==> config.mk <==
export PLATFORM = sky130hd
export DESIGN_NAME = mbox_irq
export DESIGN_NICKNAME = d
export VERILOG_FILES = /design/src/rtl/mbox_irq.sv
export SDC_FILE = /design/constraint.sdc
export NUM_CORES = 1
export LEC_CHECK = 0
export CORE_MARGIN = 2
export CORE_UTILIZATION = 46
export CTS_BUF_LIST = sky130_fd_sc_hd__clkbuf_8 sky130_fd_sc_hd__clkbuf_16
export CTS_CLUSTER_DIAMETER = 200
export DETAILED_ROUTE_END_ITERATION = 12
export GPL_ROUTABILITY_DRIVEN = 0
export GPL_TIMING_DRIVEN = 0
export PLACE_DENSITY = 0.88
export SKIP_LAST_GASP = 1
export SYNTH_ARGS = -nofsm -noshare
export SYNTH_HDL_FRONTEND = slang
export SYNTH_SLANG_ARGS = --single-unit
==> constraint.sdc <==
create_clock -name clk -period 3.45 [get_ports clk]
set_input_delay 0.69 -clock clk [delete_from_list [all_inputs] [get_ports clk]]
set_output_delay 0.69 -clock clk [all_outputs]
set_load 0.01 [all_outputs]
==> src/rtl/mbox_irq.sv <==
module mbox_irq #(
  parameter int AW = 4,
  parameter int DW = 8
) (
  input  logic          clk,
  input  logic          rst_n,
  input  logic          p0_sel,
  input  logic          p0_wr,
  input  logic          p0_rd,
  input  logic          p0_hold,
  input  logic [AW-1:0] p0_addr,
  input  logic [DW-1:0] p0_wdata,
  output logic [DW-1:0] p0_rdata,
  output logic          p0_irq_n,
  input  logic          p1_sel,
  input  logic          p1_wr,
  input  logic          p1_rd,
  input  logic          p1_hold,
  input  logic [AW-1:0] p1_addr,
  input  logic [DW-1:0] p1_wdata,
  output logic [DW-1:0] p1_rdata,
  output logic          p1_irq_n
);
  localparam logic [AW-1:0] BOX1 = '1;
  localparam logic [AW-1:0] BOX0 = BOX1 - 1'b1;

  logic [DW-1:0] box0, box1;
  logic          flag0, flag1;

  wire wr0 = p0_sel & p0_wr & ~p0_hold;
  wire wr1 = p1_sel & p1_wr & ~p1_hold;
  wire rd0 = p0_sel & p0_rd & ~p0_wr & ~p0_hold;
  wire rd1 = p1_sel & p1_rd & ~p1_wr & ~p1_hold;

  wire set0 = wr1 & (p1_addr == BOX0);
  wire set1 = wr0 & (p0_addr == BOX1);
  wire clr0 = rd0 & (p0_addr == BOX0);
  wire clr1 = rd1 & (p1_addr == BOX1);

  always_ff @(posedge clk) begin
    if (!rst_n) begin
      box0  <= '0;
      box1  <= '0;
      flag0 <= 1'b0;
      flag1 <= 1'b0;
    end else begin
      if (wr0 && p0_addr == BOX0)      box0 <= p0_wdata;
      else if (wr1 && p1_addr == BOX0) box0 <= p1_wdata;
      if (wr0 && p0_addr == BOX1)      box1 <= p0_wdata;
      else if (wr1 && p1_addr == BOX1) box1 <= p1_wdata;
      if (set0)      flag0 <= 1'b1;
      else if (clr0) flag0 <= 1'b0;
      if (set1)      flag1 <= 1'b1;
      else if (clr1) flag1 <= 1'b0;
    end
  end

  assign p0_irq_n = ~flag0;
  assign p1_irq_n = ~flag1;

  assign p0_rdata = !(p0_sel && p0_rd) ? '0 :
                    (p0_addr == BOX0) ? box0 :
                    (p0_addr == BOX1) ? box1 : '0;
  assign p1_rdata = !(p1_sel && p1_rd) ? '0 :
                    (p1_addr == BOX0) ? box0 :
                    (p1_addr == BOX1) ? box1 : '0;

  a_r3_set0: assert property (@(posedge clk) disable iff (!rst_n)
    (p1_sel && p1_wr && !p1_hold && p1_addr == BOX0) |=> !p0_irq_n);
  a_r3_set1: assert property (@(posedge clk) disable iff (!rst_n)
    (p0_sel && p0_wr && !p0_hold && p0_addr == BOX1) |=> !p1_irq_n);
  a_r4_clr0: assert property (@(posedge clk) disable iff (!rst_n)
    (p0_sel && p0_rd && !p0_wr && !p0_hold && p0_addr == BOX0 &&
     !(p1_sel && p1_wr && !p1_hold && p1_addr == BOX0)) |=> p0_irq_n);
  a_r4_clr1: assert property (@(posedge clk) disable iff (!rst_n)
    (p1_sel && p1_rd && !p1_wr && !p1_hold && p1_addr == BOX1 &&
     !(p0_sel && p0_wr && !p0_hold && p0_addr == BOX1)) |=> p1_irq_n);
  a_r6_hold0: assert property (@(posedge clk) disable iff (!rst_n)
    (p0_hold && !(p1_sel && p1_wr && !p1_hold && p1_addr == BOX1) &&
     !(p1_sel && p1_rd && !p1_wr && !p1_hold && p1_addr == BOX1)) |=> $stable(p1_irq_n));
  a_r7_hold1: assert property (@(posedge clk) disable iff (!rst_n)
    (p1_hold && !(p0_sel && p0_wr && !p0_hold && p0_addr == BOX1) && p1_irq_n == 1'b0)
    |=> !p1_irq_n);
endmodule

==> flow_summary_export.csv <==
group,metric,value,unit
run_status,outcome,"completed",
timing,setup_viol,0,
clocking,cts_htree_levels,1,
worst_setup_path,crit_path_end_kind,"output port",
drt,vias,1421,
grt,grt_max_degree,11,
grt,grt-ovfl-total,0,
worst_hold_path,hp-start,"flag1",
floorplan,start_util,49.51,%
grt,antenna_found_initial,0,
layout,fill_cells,211,
synthesis,ys_ff_latch,18,
drt,drt_pass1_iterations,4,
synthesis,ys_seq_area_share,28.60,%
clocking,ctsLongestPathBuffers,2,
synthesis,syn_area_per_cell,9.000,um^2
grt,grt_pass1_vias,1477,
timing,rsz0062_at_grt,"true",
grt,grt_pass1_wl,6748,um
layout,syn_to_final_growth,46.47,%
synthesis,netlist_instances,140,
worst_hold_path,whs_endpoint,"flag1",
worst_setup_path,r2r_cells,2,
synthesis,ys.flop_type,"dfxtp_1",
worst_setup_path,path_max_fanout,7,
worst_setup_path,r2r-start,"box1[3]",
clocking,root_buffer,"clkbuf_8",
placement,place_area,1788,um^2
grt,grtUsageTotal,26.83,%
worst_setup_path,reg2reg_slack,2.68,ns
clocking,path_clk_slew,0.07,ns
worst_setup_path,worstPathRequired,2.76,ns
worst_setup_path,startpoint_type,"input pin",
timing,worst_pin_slew,0.5492,ns
layout,antennaDiodeCount,0,
clocking,post-cts-setup-buffers,0,
timing,maxSlewHeadroom,63.39,%
clocking,cts_tree,"built",
drt,drc_errors,0,
timing,drv_slew,0,
worst_hold_path,hold-path-cell-count,2,
clocking,cts.sinks,18,
floorplan,ioPinCount,52,
layout,nets,228,
layout,seq_area,360.3,um^2
synthesis,ys_types,31,
layout,finalNonFillerCells,223,
synthesis,synth_edf_count,0,
drt,viasPerCell,6.372,
placement,pre_cts_ws,0.02290,ns
layout,drive_above_1_share,13.47,%
placement,dp_cells,219,
synthesis,syn_nets,174,
placement,dpl.hpwl,2947,um
clocking,clk_latency,0.25,ns
worst_setup_path,worstSetupPathType,"in2out",
layout,final_core_util,72.52,%
synthesis,netlist_area,1260,um^2
power_and_ir_drop,powerDensity,262.8,nW/um^2
timing,period_share,99.73,%
timing,timing.final.ws_setup,0.009425,ns
power_and_ir_drop,p_leak,0.6026,nW
drt,first_iter_violations,78,
floorplan,core-area,2545,um^2
worst_hold_path,hp-class,"reg2reg",
floorplan,fp.dieArea,3174,um^2
floorplan,core.rowCount,18,
worst_setup_path,arrival,2.75,ns
synthesis,async_flop_share,0,%
drt,antenna_left,0,
timing,period_needed,3.441,ns
placement,numPortBuffers,49,
clocking,cts_made_buffers,3,
drt,routedWlPerCell,18.81,um
drt,wirelength,4194,um
timing,finalClockSkew,0,ns
timing,fmax,0.2906,GHz
floorplan,die_y,56.34,um
job,maxCapViolations,0,
layout,multiInputGateArea,774.5,um^2
worst_setup_path,r2r_end,"box1[3]",
floorplan,dieWidth,56.34,um
power_and_ir_drop,vdd_ir_drop_max,0.2389,mV
layout,finalInstanceArea,1846,um^2
synthesis,synth_warnings,0,
timing,hold_viol,0,
## stage by stage
step | power (W) | hold WS [ns] | setup TNS, ns
2_1_floorplan | 0.0002560 | 0.4491 | 0
3_3_place_gp | 0.0003107 | 0.4621 | 0
3_5_place_dp | 0.0003138 | 0.4770 | 0
4_1_cts | 0.0004826 | 0.4867 | 0
5_1_grt | 0.0004997 | 0.5088 | -0.02156
6_report | 0.0004849 | 0.4812 | 0
## layout by cell type, fill, tap and decap left out, drive strengths merged, types with 2 or more instances in the layout
cell / netlist / final
dfxtp: 18 / 18
buf: 6 / 6
nand3b: 2 / 2
nand4b: 2 / 2
a221oi: 16 / 16
nand4: 2 / 2
a21oi: 2 / 2
a22oi: 8 / 8
clkdlybuf4s50: 0 / 48
nor2: 24 / 24
clkbuf: 3 / 7
a211oi: 7 / 7
o31ai: 16 / 16
o22a: 2 / 2
inv: 18 / 18
nand2: 3 / 3
## final cells by class
cell class,count,share of cell area (%)
plain buffers,9,3.119
flip-flops and latches,18,19.53
well taps,30,2.034
repair buffers,49,26.71
multi-input cells,95,41.97
clock buffers,4,2.983
inverters,18,3.661
## timing repair
action                     in CTS  in global routing
hold endpoints to repair        0                  0
setup endpoints to repair       0                  2
hold buffers                    0                  0
gates resized for setup         0                  1
## synthesized netlist by cell type (3+ instances only)
master | n | area (um^2)
a221oi_2 | 9 | 135.1
a221oi_1 | 7 | 61.31
a22oi_1 | 8 | 60.06
a211oi_1 | 7 | 52.55
nor2_1 | 24 | 90.09
clkbuf_1 | 3 | 11.26
o31ai_1 | 16 | 120.1
dfxtp_1 | 18 | 360.4
nand2_1 | 3 | 11.26
inv_1 | 18 | 67.56
## critical path, cell delays in order
cell	delay, ns
clkdlybuf4s50_1	0.55
nand3_1	0.09
or2_2	0.27
clkbuf_1	0.22
a211oi_1	0.34
clkdlybuf4s50_1	0.60
## layer usage
metal	up-vias	part of all wire (%)	global-route usage, %	wire length [um]
met4	0	0.67	13.27	28
li1	652	-	-	-
met3	4	8.8	6.221	370
met2	72	53	46.05	2211
met1	693	38	31.07	1583
met5	-	0	0	0
## sequential cells by signal, summed over array words and instances (netlist names)
signal / count
box0: 8
box1: 8
flag0: 1
flag1: 1
## cells by family after synthesis
kind of cell	Yosys count	synth area share, %
buffers and inverters	27	9.929
DFF	18	28.60
AOI/OAI and AO/OA	56	42.70
and+or+nand+nor	39	18.77
## worst max path at each step
stage	startpoint	endpoint	slack, ns	cells after the start
after floorplan	p1_sel	p1_rdata[0]	1.21	4
after global placement	p1_addr[2]	p1_rdata[7]	0.07	6
after detailed placement	p1_addr[1]	p1_rdata[7]	0.02	6
after CTS	p1_addr[1]	p1_rdata[7]	0.03	6
after global routing	p1_addr[1]	p1_rdata[7]	-0.02	6
final	p1_addr[1]	p1_rdata[7]	0.009	6
## where the power goes
part	total, W	switching (W)	internal (W)
logic	0.0000983	0.0000485	0.0000498
registers	0.000212	0.00000183	0.000211
clock network	0.000174	0.0000730	0.000101
total	0.000485	0.000123	0.000362
Power figures use the tool's default switching activity.
